**config.mk**
```make
export PLATFORM = sky130hd
export DESIGN_NAME = mode_timer24
export DESIGN_NICKNAME = d
export VERILOG_FILES = /design/src/rtl/mode_timer24_pkg.sv /design/src/rtl/mode_timer24_regs.sv /design/src/rtl/mode_timer24_prescale.sv /design/src/rtl/mode_timer24_core.sv /design/src/rtl/mode_timer24.sv
export SDC_FILE = /design/constraint.sdc
export NUM_CORES = 1
export LEC_CHECK = 0
export BUFFER_PORTS_ARGS = -buffer_cell sky130_fd_sc_hd__buf_2
export CAP_MARGIN = 20
export CORE_MARGIN = 1
export CORE_UTILIZATION = 40
export CTS_CLUSTER_DIAMETER = 50
export CTS_CLUSTER_SIZE = 40
export DETAILED_ROUTE_END_ITERATION = 10
export RECOVER_POWER = 100
export SETUP_SLACK_MARGIN = 0.3
export SLEW_MARGIN = 5
export SYNTH_ARGS = -nofsm -noshare
export SYNTH_HDL_FRONTEND = slang
export SYNTH_SLANG_ARGS = --single-unit
```
**constraint.sdc**
```tcl
create_clock -name clk -period 6.2 [get_ports clk]
set_input_delay 0.62 -clock clk [delete_from_list [all_inputs] [get_ports clk]]
set_output_delay 0.62 -clock clk [all_outputs]
set_load 0.01 [all_outputs]
```
**src/rtl/mode_timer24_pkg.sv**
```systemverilog
package mode_timer24_pkg;

  localparam int ADDR_W = 8;

  typedef enum logic [1:0] {
    MODE_INTERVAL = 2'd0,
    MODE_PULSE    = 2'd1,
    MODE_WDOG     = 2'd2,
    MODE_OFF      = 2'd3
  } tmode_e;

  typedef struct packed {
    logic   run;
    logic   div_on;
    logic   clr_on;
    logic   spare3;
    logic   ext_sel;
    tmode_e mode;
  } ctrl_t;

  localparam logic [ADDR_W-1:0] OFF_CTRL   = 8'h00;
  localparam logic [ADDR_W-1:0] OFF_STATUS = 8'h04;
  localparam logic [ADDR_W-1:0] OFF_CMPA   = 8'h08;
  localparam logic [ADDR_W-1:0] OFF_CMPB   = 8'h0C;
  localparam logic [ADDR_W-1:0] OFF_IVAL   = 8'h10;
  localparam logic [ADDR_W-1:0] OFF_DIV    = 8'h20;
  localparam logic [ADDR_W-1:0] OFF_PULSE  = 8'h30;
  localparam logic [ADDR_W-1:0] OFF_WDOG   = 8'h40;
  localparam logic [ADDR_W-1:0] OFF_COUNT  = 8'hF0;

  // internal ticks per counter step when the prescaler is in use
  function automatic int unsigned prescale_span(input int unsigned d);
    return 32'd1 << (d + 1);
  endfunction

  // whether the selected mode lets the counter step this cycle
  function automatic logic mode_allows(input tmode_e m, input logic run,
                                       input logic at_a, input logic wd_hold);
    case (m)
      MODE_INTERVAL: return run && !at_a;
      MODE_PULSE:    return run;
      MODE_WDOG:     return run || !wd_hold;
      default:       return 1'b0;
    endcase
  endfunction

endpackage

```
**src/rtl/mode_timer24_regs.sv**
```systemverilog
module mode_timer24_regs
  import mode_timer24_pkg::*;
#(
  parameter int CNT_W = 24,
  parameter int DIV_W = 3
) (
  input  logic              clk,
  input  logic              rst_n,
  input  logic              bus_we,
  input  logic [ADDR_W-1:0] bus_addr,
  input  logic [31:0]       bus_wdata,
  input  logic [CNT_W-1:0]  cnt,
  input  logic [3:0]        status,
  output ctrl_t             ctrl,
  output logic [CNT_W-1:0]  cmp_a,
  output logic [CNT_W-1:0]  cmp_b,
  output logic              iv_irq_en,
  output logic              iv_zero_clr,
  output logic [DIV_W-1:0]  div_sel,
  output logic              pa_irq_en,
  output logic              pb_irq_en,
  output logic              ff_init,
  output logic              wd_irq_en,
  output logic              wd_hold,
  output logic              wd_spare,
  output logic [31:0]       bus_rdata,
  output logic              ctrl_wr,
  output logic              status_wr,
  output logic              pulse_wr
);

  logic cmpa_wr, cmpb_wr, ival_wr, div_wr, wdog_wr;
  logic unused_wdata;

  assign ctrl_wr   = bus_we && (bus_addr == OFF_CTRL);
  assign status_wr = bus_we && (bus_addr == OFF_STATUS);
  assign cmpa_wr   = bus_we && (bus_addr == OFF_CMPA);
  assign cmpb_wr   = bus_we && (bus_addr == OFF_CMPB);
  assign ival_wr   = bus_we && (bus_addr == OFF_IVAL);
  assign div_wr    = bus_we && (bus_addr == OFF_DIV);
  assign pulse_wr  = bus_we && (bus_addr == OFF_PULSE);
  assign wdog_wr   = bus_we && (bus_addr == OFF_WDOG);

  assign unused_wdata = ^bus_wdata[31:CNT_W];

  always_ff @(posedge clk) begin
    if (!rst_n) begin
      ctrl        <= '0;
      cmp_a       <= '1;
      cmp_b       <= '1;
      iv_irq_en   <= 1'b0;
      iv_zero_clr <= 1'b0;
      div_sel     <= '0;
      pa_irq_en   <= 1'b0;
      pb_irq_en   <= 1'b0;
      ff_init     <= 1'b0;
      wd_irq_en   <= 1'b0;
      wd_hold     <= 1'b0;
      wd_spare    <= 1'b0;
    end else begin
      if (ctrl_wr) begin
        ctrl.run     <= bus_wdata[7];
        ctrl.div_on  <= bus_wdata[6];
        ctrl.clr_on  <= bus_wdata[5];
        ctrl.spare3  <= bus_wdata[3];
        ctrl.ext_sel <= bus_wdata[2];
        ctrl.mode    <= tmode_e'(bus_wdata[1:0]);
      end
      if (cmpa_wr) cmp_a <= bus_wdata[CNT_W-1:0];
      if (cmpb_wr) cmp_b <= bus_wdata[CNT_W-1:0];
      if (ival_wr) begin
        iv_irq_en   <= bus_wdata[15];
        iv_zero_clr <= bus_wdata[0];
      end
      if (div_wr) div_sel <= bus_wdata[DIV_W-1:0];
      if (pulse_wr) begin
        pb_irq_en <= bus_wdata[15];
        pa_irq_en <= bus_wdata[14];
        ff_init   <= bus_wdata[0];
      end
      if (wdog_wr) begin
        wd_irq_en <= bus_wdata[15];
        wd_hold   <= bus_wdata[7];
        wd_spare  <= bus_wdata[0];
      end
    end
  end

  always_comb begin
    bus_rdata = '0;
    case (bus_addr)
      OFF_CTRL:   bus_rdata = {24'd0, ctrl.run, ctrl.div_on, ctrl.clr_on, 1'b0,
                               ctrl.spare3, ctrl.ext_sel, ctrl.mode};
      OFF_STATUS: bus_rdata = {28'd0, status};
      OFF_CMPA:   bus_rdata = 32'(cmp_a);
      OFF_CMPB:   bus_rdata = 32'(cmp_b);
      OFF_IVAL:   bus_rdata = {16'd0, iv_irq_en, 14'd0, iv_zero_clr};
      OFF_DIV:    bus_rdata = 32'(div_sel);
      OFF_PULSE:  bus_rdata = {16'd0, pb_irq_en, pa_irq_en, 13'd0, ff_init};
      OFF_WDOG:   bus_rdata = {16'd0, wd_irq_en, 7'd0, wd_hold, 6'd0, wd_spare};
      OFF_COUNT:  bus_rdata = 32'(cnt);
      default:    bus_rdata = '0;
    endcase
  end

endmodule

```
**src/rtl/mode_timer24_prescale.sv**
```systemverilog
module mode_timer24_prescale
  import mode_timer24_pkg::*;
#(
  parameter int DIV_W = 3
) (
  input  logic             clk,
  input  logic             rst_n,
  input  logic             int_tick,
  input  logic             ext_sel,
  input  logic             div_on,
  input  logic [DIV_W-1:0] div_sel,
  output logic             fire
);

  localparam int PS_W  = (1 << DIV_W) + 1;
  localparam int CFG_W = DIV_W + 2;

  logic [PS_W-1:0]  ps_q;
  logic [CFG_W-1:0] cfg_now, cfg_q;
  logic             cfg_moved, at_end;

  assign cfg_now   = {ext_sel, div_on, div_sel};
  assign cfg_moved = (cfg_now != cfg_q);
  assign at_end    = (ps_q == PS_W'(prescale_span(32'(div_sel)) - 1));
  assign fire      = int_tick && at_end && !cfg_moved;

  always_ff @(posedge clk) begin
    if (!rst_n) begin
      ps_q  <= '0;
      cfg_q <= '0;
    end else begin
      cfg_q <= cfg_now;
      if (cfg_moved)      ps_q <= '0;
      else if (fire)      ps_q <= '0;
      else if (int_tick)  ps_q <= ps_q + PS_W'(1);
    end
  end

endmodule

```
**src/rtl/mode_timer24_core.sv**
```systemverilog
module mode_timer24_core
  import mode_timer24_pkg::*;
#(
  parameter int CNT_W = 24
) (
  input  logic             clk,
  input  logic             rst_n,
  input  tmode_e           mode,
  input  logic             run,
  input  logic             tick,
  input  logic [CNT_W-1:0] cmp_a,
  input  logic [CNT_W-1:0] cmp_b,
  input  logic             iv_irq_en,
  input  logic             iv_zero_clr,
  input  logic             pa_irq_en,
  input  logic             pb_irq_en,
  input  logic             wd_irq_en,
  input  logic             wd_hold,
  input  logic             clr_req,
  input  logic             status_wr,
  input  logic             pulse_wr,
  input  logic             ff_load,
  output logic [CNT_W-1:0] cnt,
  output logic [3:0]       status,
  output logic             irq,
  output logic             ff,
  output logic             step,
  output logic [3:0]       set_vec,
  output logic             irq_evt,
  output logic             flip
);

  logic [CNT_W-1:0] nxt;
  logic             hit_a, hit_b, ev_iv, ev_pa, ev_pb, ev_wd, wrap_zero;

  assign step  = tick && mode_allows(mode, run, cnt == cmp_a, wd_hold);
  assign nxt   = cnt + CNT_W'(1);
  assign hit_a = (nxt == cmp_a);
  assign hit_b = (nxt == cmp_b);

  assign ev_iv = step && (mode == MODE_INTERVAL) && hit_a;
  assign ev_pa = step && (mode == MODE_PULSE) && hit_a;
  assign ev_pb = step && (mode == MODE_PULSE) && !hit_a && hit_b;
  assign ev_wd = step && (mode == MODE_WDOG) && hit_a;

  assign set_vec   = {ev_wd, ev_pb, ev_pa, ev_iv};
  assign flip      = ev_pa || ev_pb;
  assign wrap_zero = (ev_iv && iv_zero_clr) || ev_pb || ev_wd;
  assign irq_evt   = (ev_iv && iv_irq_en) || (ev_pa && pa_irq_en) ||
                     (ev_pb && pb_irq_en) || (ev_wd && wd_irq_en);

  always_ff @(posedge clk) begin
    if (!rst_n) begin
      cnt    <= '0;
      status <= '0;
      irq    <= 1'b0;
      ff     <= 1'b0;
    end else begin
      if (clr_req)     cnt <= '0;
      else if (step)   cnt <= wrap_zero ? '0 : nxt;
      status <= (status_wr ? 4'd0 : status) | set_vec;
      irq    <= (irq && !status_wr) || irq_evt;
      if (pulse_wr)    ff <= ff_load;
      else if (flip)   ff <= ~ff;
    end
  end

endmodule

```
**src/rtl/mode_timer24.sv**
```systemverilog
module mode_timer24
  import mode_timer24_pkg::*;
#(
  parameter int CNT_W = 24,
  parameter int DIV_W = 3
) (
  input  logic        clk,
  input  logic        rst_n,
  input  logic        bus_we,
  input  logic [7:0]  bus_addr,
  input  logic [31:0] bus_wdata,
  output logic [31:0] bus_rdata,
  input  logic        int_tick,
  input  logic        ext_tick,
  output logic        irq_o,
  output logic        ff_o
);

  ctrl_t            ctrl_w;
  logic [CNT_W-1:0] cmpa_w, cmpb_w, cnt_w;
  logic [DIV_W-1:0] div_w;
  logic [3:0]       status_w, set_w;
  logic             iv_irq_en_w, iv_zclr_w, pa_en_w, pb_en_w, ff_init_w;
  logic             wd_en_w, wd_hold_w, wd_spare_w;
  logic             ctrl_wr_w, status_wr_w, pulse_wr_w;
  logic             ps_fire_w, tick_w, step_w, irq_evt_w, flip_w, clr_req_w;
  logic             unused_regs;

  assign unused_regs = ff_init_w ^ wd_spare_w ^ ctrl_w.clr_on ^ ctrl_w.spare3;

  mode_timer24_regs #(.CNT_W(CNT_W), .DIV_W(DIV_W)) regs_i (
    .clk(clk), .rst_n(rst_n), .bus_we(bus_we), .bus_addr(bus_addr),
    .bus_wdata(bus_wdata), .cnt(cnt_w), .status(status_w),
    .ctrl(ctrl_w), .cmp_a(cmpa_w), .cmp_b(cmpb_w),
    .iv_irq_en(iv_irq_en_w), .iv_zero_clr(iv_zclr_w), .div_sel(div_w),
    .pa_irq_en(pa_en_w), .pb_irq_en(pb_en_w), .ff_init(ff_init_w),
    .wd_irq_en(wd_en_w), .wd_hold(wd_hold_w), .wd_spare(wd_spare_w),
    .bus_rdata(bus_rdata), .ctrl_wr(ctrl_wr_w), .status_wr(status_wr_w),
    .pulse_wr(pulse_wr_w)
  );

  mode_timer24_prescale #(.DIV_W(DIV_W)) ps_i (
    .clk(clk), .rst_n(rst_n), .int_tick(int_tick),
    .ext_sel(ctrl_w.ext_sel), .div_on(ctrl_w.div_on), .div_sel(div_w),
    .fire(ps_fire_w)
  );

  assign tick_w    = ctrl_w.ext_sel ? ext_tick
                                    : (ctrl_w.div_on ? ps_fire_w : int_tick);
  assign clr_req_w = ctrl_wr_w && !bus_wdata[7] && bus_wdata[5];

  mode_timer24_core #(.CNT_W(CNT_W)) core_i (
    .clk(clk), .rst_n(rst_n), .mode(ctrl_w.mode), .run(ctrl_w.run),
    .tick(tick_w), .cmp_a(cmpa_w), .cmp_b(cmpb_w),
    .iv_irq_en(iv_irq_en_w), .iv_zero_clr(iv_zclr_w),
    .pa_irq_en(pa_en_w), .pb_irq_en(pb_en_w),
    .wd_irq_en(wd_en_w), .wd_hold(wd_hold_w),
    .clr_req(clr_req_w), .status_wr(status_wr_w), .pulse_wr(pulse_wr_w),
    .ff_load(bus_wdata[0]),
    .cnt(cnt_w), .status(status_w), .irq(irq_o), .ff(ff_o),
    .step(step_w), .set_vec(set_w), .irq_evt(irq_evt_w), .flip(flip_w)
  );

endmodule

```
After elaboration in Yosys (flattened, before gate mapping):

Cells that the tools add are included.

* flip-flop bits (word level): 110
* bits of input ports: 45
* output and inout port bits: 34
* logic and storage cells: 101

* add/subtract/negate cells: 4
* equal/unequal tests: 15
* shift operators: 1
* muxes and demuxes: 8
* bitwise gates (word level): 3
* reductions and logical operators: 47

Operators by type and width (number)
* 24-bit case mux with 9 select lines: 1
* 24-bit equality test: 3
* 1-bit by 32-bit << shifter with 9-bit output, first input constant: 1
* 1-bit logical AND: 28
* 24-bit by 1-bit adder with 24-bit output, second input constant: 1
* 24-bit 2-to-1 mux: 1
* 8-bit by 4-bit equality test with 1-bit output, second input constant: 2
* 8-bit by 6-bit equality test with 1-bit output, second input constant: 2
* 9-bit by 1-bit adder with 9-bit output, second input constant: 1
* 9-bit equality test: 1
* 9-bit by 1-bit subtractor with 9-bit output, second input constant: 1
* 8-bit by 3-bit equality test with 1-bit output, second input constant: 1
* 8-bit by 5-bit equality test with 1-bit output, second input constant: 1
* 8-bit by 7-bit equality test with 1-bit output, second input constant: 1
* 8-bit equality test, second input constant: 1
* 8-bit logical NOT: 1
* 1-bit logical OR: 8
* 1-bit logical NOT: 6
* 5-bit inequality test: 1
* 3-bit by 1-bit adder with 4-bit output, second input constant: 1
* 1-bit 2-to-1 mux: 4
* 4-bit 2-to-1 mux: 1
* 4-bit bitwise OR: 1
* 1-bit case mux with 3 select lines: 1
* 7 further kinds: 8

Depth between registers and ports, before layout:

* depth after elaboration: 16
* gate-level depth with buffers: 17
* depth with buffers taken out: 11

Hierarchy:

From an unflattened synthesis, not the netlist that was laid out.

* cell total of the unflattened synthesis: 912
* area, all modules: 7612.3 µm²

By module, submodules not included
* mode_timer24_core: times used 1, cells an instance 417, area an instance 3365.7 µm², seq. area each 600.6 µm²
* mode_timer24_regs: times used 1, cells an instance 394, area an instance 3328.2 µm², seq. area each 1321.3 µm²
* mode_timer24_prescale: times used 1, cells an instance 96, area an instance 892.1 µm², seq. area each 280.3 µm²
* mode_timer24: times used 1, cells an instance 5, area an instance 26.3 µm², seq. area each 0.0 µm²

Worst setup path after synthesis:

No wires, ideal clock.

* path type: flip-flop to flip-flop
* start point: register regs_i.div_sel[1]
* end point: register core_i.cnt[21]
* setup time: 0.124 ns
* data arrival time: 3.820 ns
* required time: 6.076 ns
* path slack: 2.256 ns
* cell stages (with the launch flop): 18
* buffers on the path: 6
* cell sequence: dfxtp_1 -> buf_6 -> buf_6 -> or3_1 -> ha_1 -> buf_4 -> xor2_1 -> a2111oi_1 -> o2111ai_1 -> nor4_2 -> o211ai_1 -> or4_1 -> or3b_1 -> buf_2 -> or3b_1 -> buf_4 -> buf_6 -> o211ai_2

* word-level cells in the longest chain between the ends: 15
* elaborated cells between the ends (all ways): 22
* those cells by class: 2 x add/sub; 2 x eq/ne; 1 x shift; 3 x mux; 14 x reduce/logical

RTL lines
* from (decl): line mode_timer24_regs.sv:19 `output logic [DIV_W-1:0] div_sel,`
* from (signal assigned): line mode_timer24_regs.sv:75 `if (div_wr) div_sel <= bus_wdata[DIV_W-1:0];`
* 3-bit by 1-bit adder with 4-bit output: line mode_timer24_pkg.sv:33 `return 32'd1 << (d + 1);`
* 1-bit by 32-bit << shifter with 9-bit output: line mode_timer24_pkg.sv:33
* 9-bit by 1-bit subtractor with 9-bit output: line mode_timer24_prescale.sv:24 `assign at_end = (ps_q == PS_W'(prescale_span(32'(div_sel)) - 1));`
* 9-bit equality test: line mode_timer24_prescale.sv:24
* 1-bit logical AND: line mode_timer24_prescale.sv:25 `assign fire = int_tick && at_end && !cfg_moved;`
* 1-bit logical AND *: line mode_timer24_prescale.sv:25
* 1-bit 2-to-1 mux *: line mode_timer24.sv:49 `: (ctrl_w.div_on ? ps_fire_w : int_tick);`
* 1-bit 2-to-1 mux *: line mode_timer24.sv:48 `assign tick_w = ctrl_w.ext_sel ? ext_tick`
* 1-bit logical AND *: line mode_timer24_core.sv:36 `assign step = tick && mode_allows(mode, run, cnt == cmp_a, wd_hold);`
* 1-bit logical AND, on equally long branches (2 in a row): line mode_timer24_core.sv:41, mode_timer24_core.sv:43
* 1-bit logical AND, on equally long branches: line mode_timer24_core.sv:48, mode_timer24_core.sv:43
* 1-bit logical OR (2 in a row): line mode_timer24_core.sv:48 `assign wrap_zero = (ev_iv && iv_zero_clr) || ev_pb || ev_wd;`
* 24-bit 2-to-1 mux: line mode_timer24_core.sv:60 `else if (step) cnt <= wrap_zero ? '0 : nxt;`
* to (signal assigned): line mode_timer24_core.sv:60
* to (decl): line mode_timer24_core.sv:23 `output logic [CNT_W-1:0] cnt,`

Every way passes the cells marked *; elsewhere a longest branch is shown, timed or not.
A chain may end at the register's enable or synchronous reset.

Worst setup path in the final report:

* start point: register regs_i.div_sel[2]
* end point: register core_i.cnt[2]

Same word-level chain as after synthesis.

==> flow_metrics.py <==
metrics = {
    "floorplan": {
        "row_count": 49,
        "initial_core_util_pct": 41.1,
        "dieArea_um2": 19200,
        "die_h_um": 138,
        "die_w_um": 138,
        "core_um2": 18100,
        "io_pins": 79,
    },
    "grt": {
        "grt_pass1_vias": 6186,
        "grt_pass1_wl_mm": 35.9,
        "track_usage_pct": 23.8,
        "antenna_found_initial": 0,
        "grt_overflow": 0,
        "grt_start_max_net_pins": 59,
    },
    "placement": {
        "hpwl_mm": 16.8,
        "place.gp.congestion": 0.981,
        "port_buffers": 62,
        "place_area_um2": 7680,
    },
    "run_status": {
        "outcome": "finished, violations left",
        "failed_checks": "design-rule violations, max-capacitance violations, max-slew violations",
    },
    "clocking": {
        "cts.path.max_buffers": 2,
        "insertion_delay_ps": 360,
        "h-tree-depth": 3,
        "clkTransAtPathRegs_ps": 80,
        "ctsHoldBuffers": 0,
        "cts_made_buffers": 9,
        "cts.sink_count": 110,
        "post-cts-setup-buffer-count": 0,
        "cts_tree": "yes",
        "cts_resized": 0,
        "cts_root_buffer": "clkbuf_16",
    },
    "power": {
        "switching_share_pct": 31.0,
        "p_seq_share_pct": 50.5,
        "powerDensity_nw_per_um2": 201,
        "pwr-share-comb_pct": 13.0,
        "total_leakage_power_uw": 0.00293,
        "p_int_uw": 1100,
        "power_switching_uw": 495,
        "ir_drop_uv": 126,
        "clkPwrFrac_pct": 36.5,
    },
    "synthesis": {
        "yosysSeqAreaShare_pct": 29.6,
        "ys_types": 74,
        "yosysMostFrequentCell": "nand2_1",
        "synth_area_leader_cell": "dfxtp_1",
        "synth_edf_count": 0,
        "synth_area_um2": 7440,
        "synth_flop_cell": "dfxtp_1",
        "synth_common_cells": "185 x nand2_1, 110 x dfxtp_1, 91 x nand3_1, 61 x nor2_1, 61 x xnor2_1",
        "synthAdderAreaFrac_pct": 0.504,
        "synth-async-reset-ratio_pct": 0,
        "synth_simple_gate_area_share_pct": 32.5,
        "synth_compound_area_share_pct": 14.5,
        "synth-seq-cells": 110,
        "synthTopCellsByArea": "dfxtp_1 30%, nand2_1 9.3%, xnor2_1 7.2%, nand3_1 6.1%, mux2i_1 4.8%",
        "avgSynthCellArea_um2": 7.50,
        "synth_mux_area_share_pct": 5.75,
        "syn_inst": 992,
        "synth_top_area_share_pct": 29.6,
        "synth_top_family_by_area": "simple AND/OR/NAND/NOR gates",
        "yosysWarnings": 0,
        "synth-xor-area-share_pct": 10.4,
    },
    "route": {
        "vias": 7152,
        "wl_mm": 23.0,
        "drc": 6,
        "drtIter0Drc": 594,
        "avgRoutedWirePerCell_um": 18.8,
        "first_pass_iters": 8,
        "antenna_left": 0,
        "vias_per_cell": 5.85,
    },
    "min_path": {
        "worstHoldPathType": "flip-flop to flip-flop",
        "min_from": "regs_i.ctrl[3]$_SDFFE_PN0P_",
        "whs_endpoint": "regs_i.ctrl[3]$_SDFFE_PN0P_",
        "hold_depth": 2,
    },
    "sta": {
        "hold_viol": 0,
        "grt_setup_unrepaired": "no",
        "maxSlewViolCount": 92,
        "fin_skew_ps": 7.89,
        "final.setup.tns_ps": 0,
        "post-route-min-period_ps": 5150,
        "timing.final.crit_share_pct": 83.1,
        "setup_viol": 0,
        "fmax_mhz": 194,
        "max_slew_margin_pct": -72.3,
        "tightest_slew_ps": 2580,
    },
    "setup_path": {
        "r2r_slack_ps": 1050,
        "reg2reg_to": "core_i.cnt[2]$_SDFFE_PP0N_",
        "slowest_stage": "or4_1",
        "critPathArrivalTime_ps": 5390,
        "worstPathRequired_ps": 6440,
        "rr_startpoint": "regs_i.div_sel[2]$_SDFFE_PN0P_",
        "slowest_delay_ps": 590,
        "cp_cell_sequence": "or3_1, ha_1, xor2_1, a2111oi_0, o2111ai_1, nor4_1, o211ai_1, or4_1, or3b_1, clkbuf_1, nand2_1, o21ai_0",
        "cpLargestDelayFamily": "simple AND/OR/NAND/NOR gates",
        "crit_type": "flip-flop to flip-flop",
        "crit_path_end_kind": "flip-flop",
        "reg2reg_depth": 12,
        "path_buf_inv": 1,
        "cp_max_fo": 25,
        "startpoint_type": "flip-flop",
    },
    "run": {
        "drv_cap": 2,
    },
    "layout": {
        "fillers": 1878,
        "nNetsFinal": 1037,
        "register_area_um2": 2200,
        "multiInputGateArea_um2": 4760,
        "diodes": 0,
        "final_cell_area_um2": 7940,
        "layout-drive-gt1-share_pct": 8.45,
        "syn_to_final_growth_pct": 6.74,
    },
}
cell type report:
cell class / count / area share, %
multi-input combinational: 784 / 59.9
sequential: 110 / 27.7
timing repair buffer: 74 / 4.65
tap: 229 / 3.61
clock buffer: 10 / 2.88
clock inverter: 6 / 0.788
inverter: 10 / 0.473
layout by cell type, fill, tap and decap left out, types with 5 or more instances in the layout:
master     instances
nand2_1          185
dfxtp_1          110
nand3_1           91
xnor2_1           61
nor2_1            60
o21ai_0           40
buf_2             37
mux2i_1           36
clkbuf_1          30
a21oi_1           26
xor2_1            25
nand4_1           22
nor3_1            20
o211ai_1          14
nor4_1            13
nand2b_1          13
a31oi_1           11
a22oi_1           11
inv_1             10
nor2b_1            9
and2_1             9
or3_1              9
conb_1             9
clkbuf_16          9
o22ai_1            8
a221o_1            8
nand4b_1           8
and3_1             7
buf_4              6
nor3b_1            5
worst max-delay path by stage:
stage / end / slack [ps] / cells past startpoint / start
after floorplan: core_i.cnt[21]$_SDFFE_PP0N_ / 2260 / 17 / regs_i.div_sel[1]$_SDFFE_PN0P_
after global placement: core_i.cnt[3]$_SDFFE_PP0N_ / 1510 / 11 / regs_i.div_sel[2]$_SDFFE_PN0P_
after detailed placement: core_i.cnt[3]$_SDFFE_PP0N_ / 1440 / 11 / regs_i.div_sel[2]$_SDFFE_PN0P_
after CTS: core_i.cnt[5]$_SDFFE_PP0N_ / 1420 / 11 / regs_i.div_sel[2]$_SDFFE_PN0P_
after global routing: core_i.cnt[13]$_SDFFE_PP0N_ / 760 / 12 / regs_i.div_sel[2]$_SDFFE_PN0P_
final: core_i.cnt[2]$_SDFFE_PP0N_ / 1050 / 12 / regs_i.div_sel[2]$_SDFFE_PN0P_
layer usage:
metal	vias to the layer above	wire (um)	GRT usage [%]
li1	3485	-	-
met3	36	1480	2.87
met5	-	0	0
met2	258	9850	33.7
met1	3373	11100	36.0
met4	0	599	9.40
sequential cells by signal, summed over array words and instances (netlist names), 3 cells and up:
register	flops
regs_i.cmp_b	24
regs_i.div_sel	3
ps_i.ps_q	9
regs_i.cmp_a	24
core_i.cnt	24
regs_i.ctrl	7
core_i.status	4
ps_i.cfg_q	5
worst min-delay path: stages (launching register included):
cell and delay, ps:
dfxtp_1 320, nand2_1 50, a21oi_1 50
power by group through the flow:
stage	registers, uW	clock network (uW)	logic (uW)
4_1_cts	805	597	209
3_3_place_gp	821	0	207
5_1_grt	815	625	226
2_1_floorplan	753	0	216
6_report	808	584	208
3_5_place_dp	821	0	208
per-stage QoR:
step                setup WS [ps]  hold WS, ps  power [uW]  instances  utilization (%)
global route                  758          477        1660       1223             43.9
detailed placement           1440          451        1030       1204             42.5
floorplan                    2260          436         969        999                -
global placement             1510          448        1030       1204             42.5
CTS                          1420          463        1610       1220             44.1
finish                       1050          463        1600       1223             43.9
cell families after synthesis:
kind of cell,after synthesis
AOI/OAI and AO/OA,157
xor gates and xnor gates,87
adders and majority gates,3
buffers and inverters,105
DFF,110
muxes,41
other,2
and+or+nand+nor,487
Power figures use the tool's default switching activity.
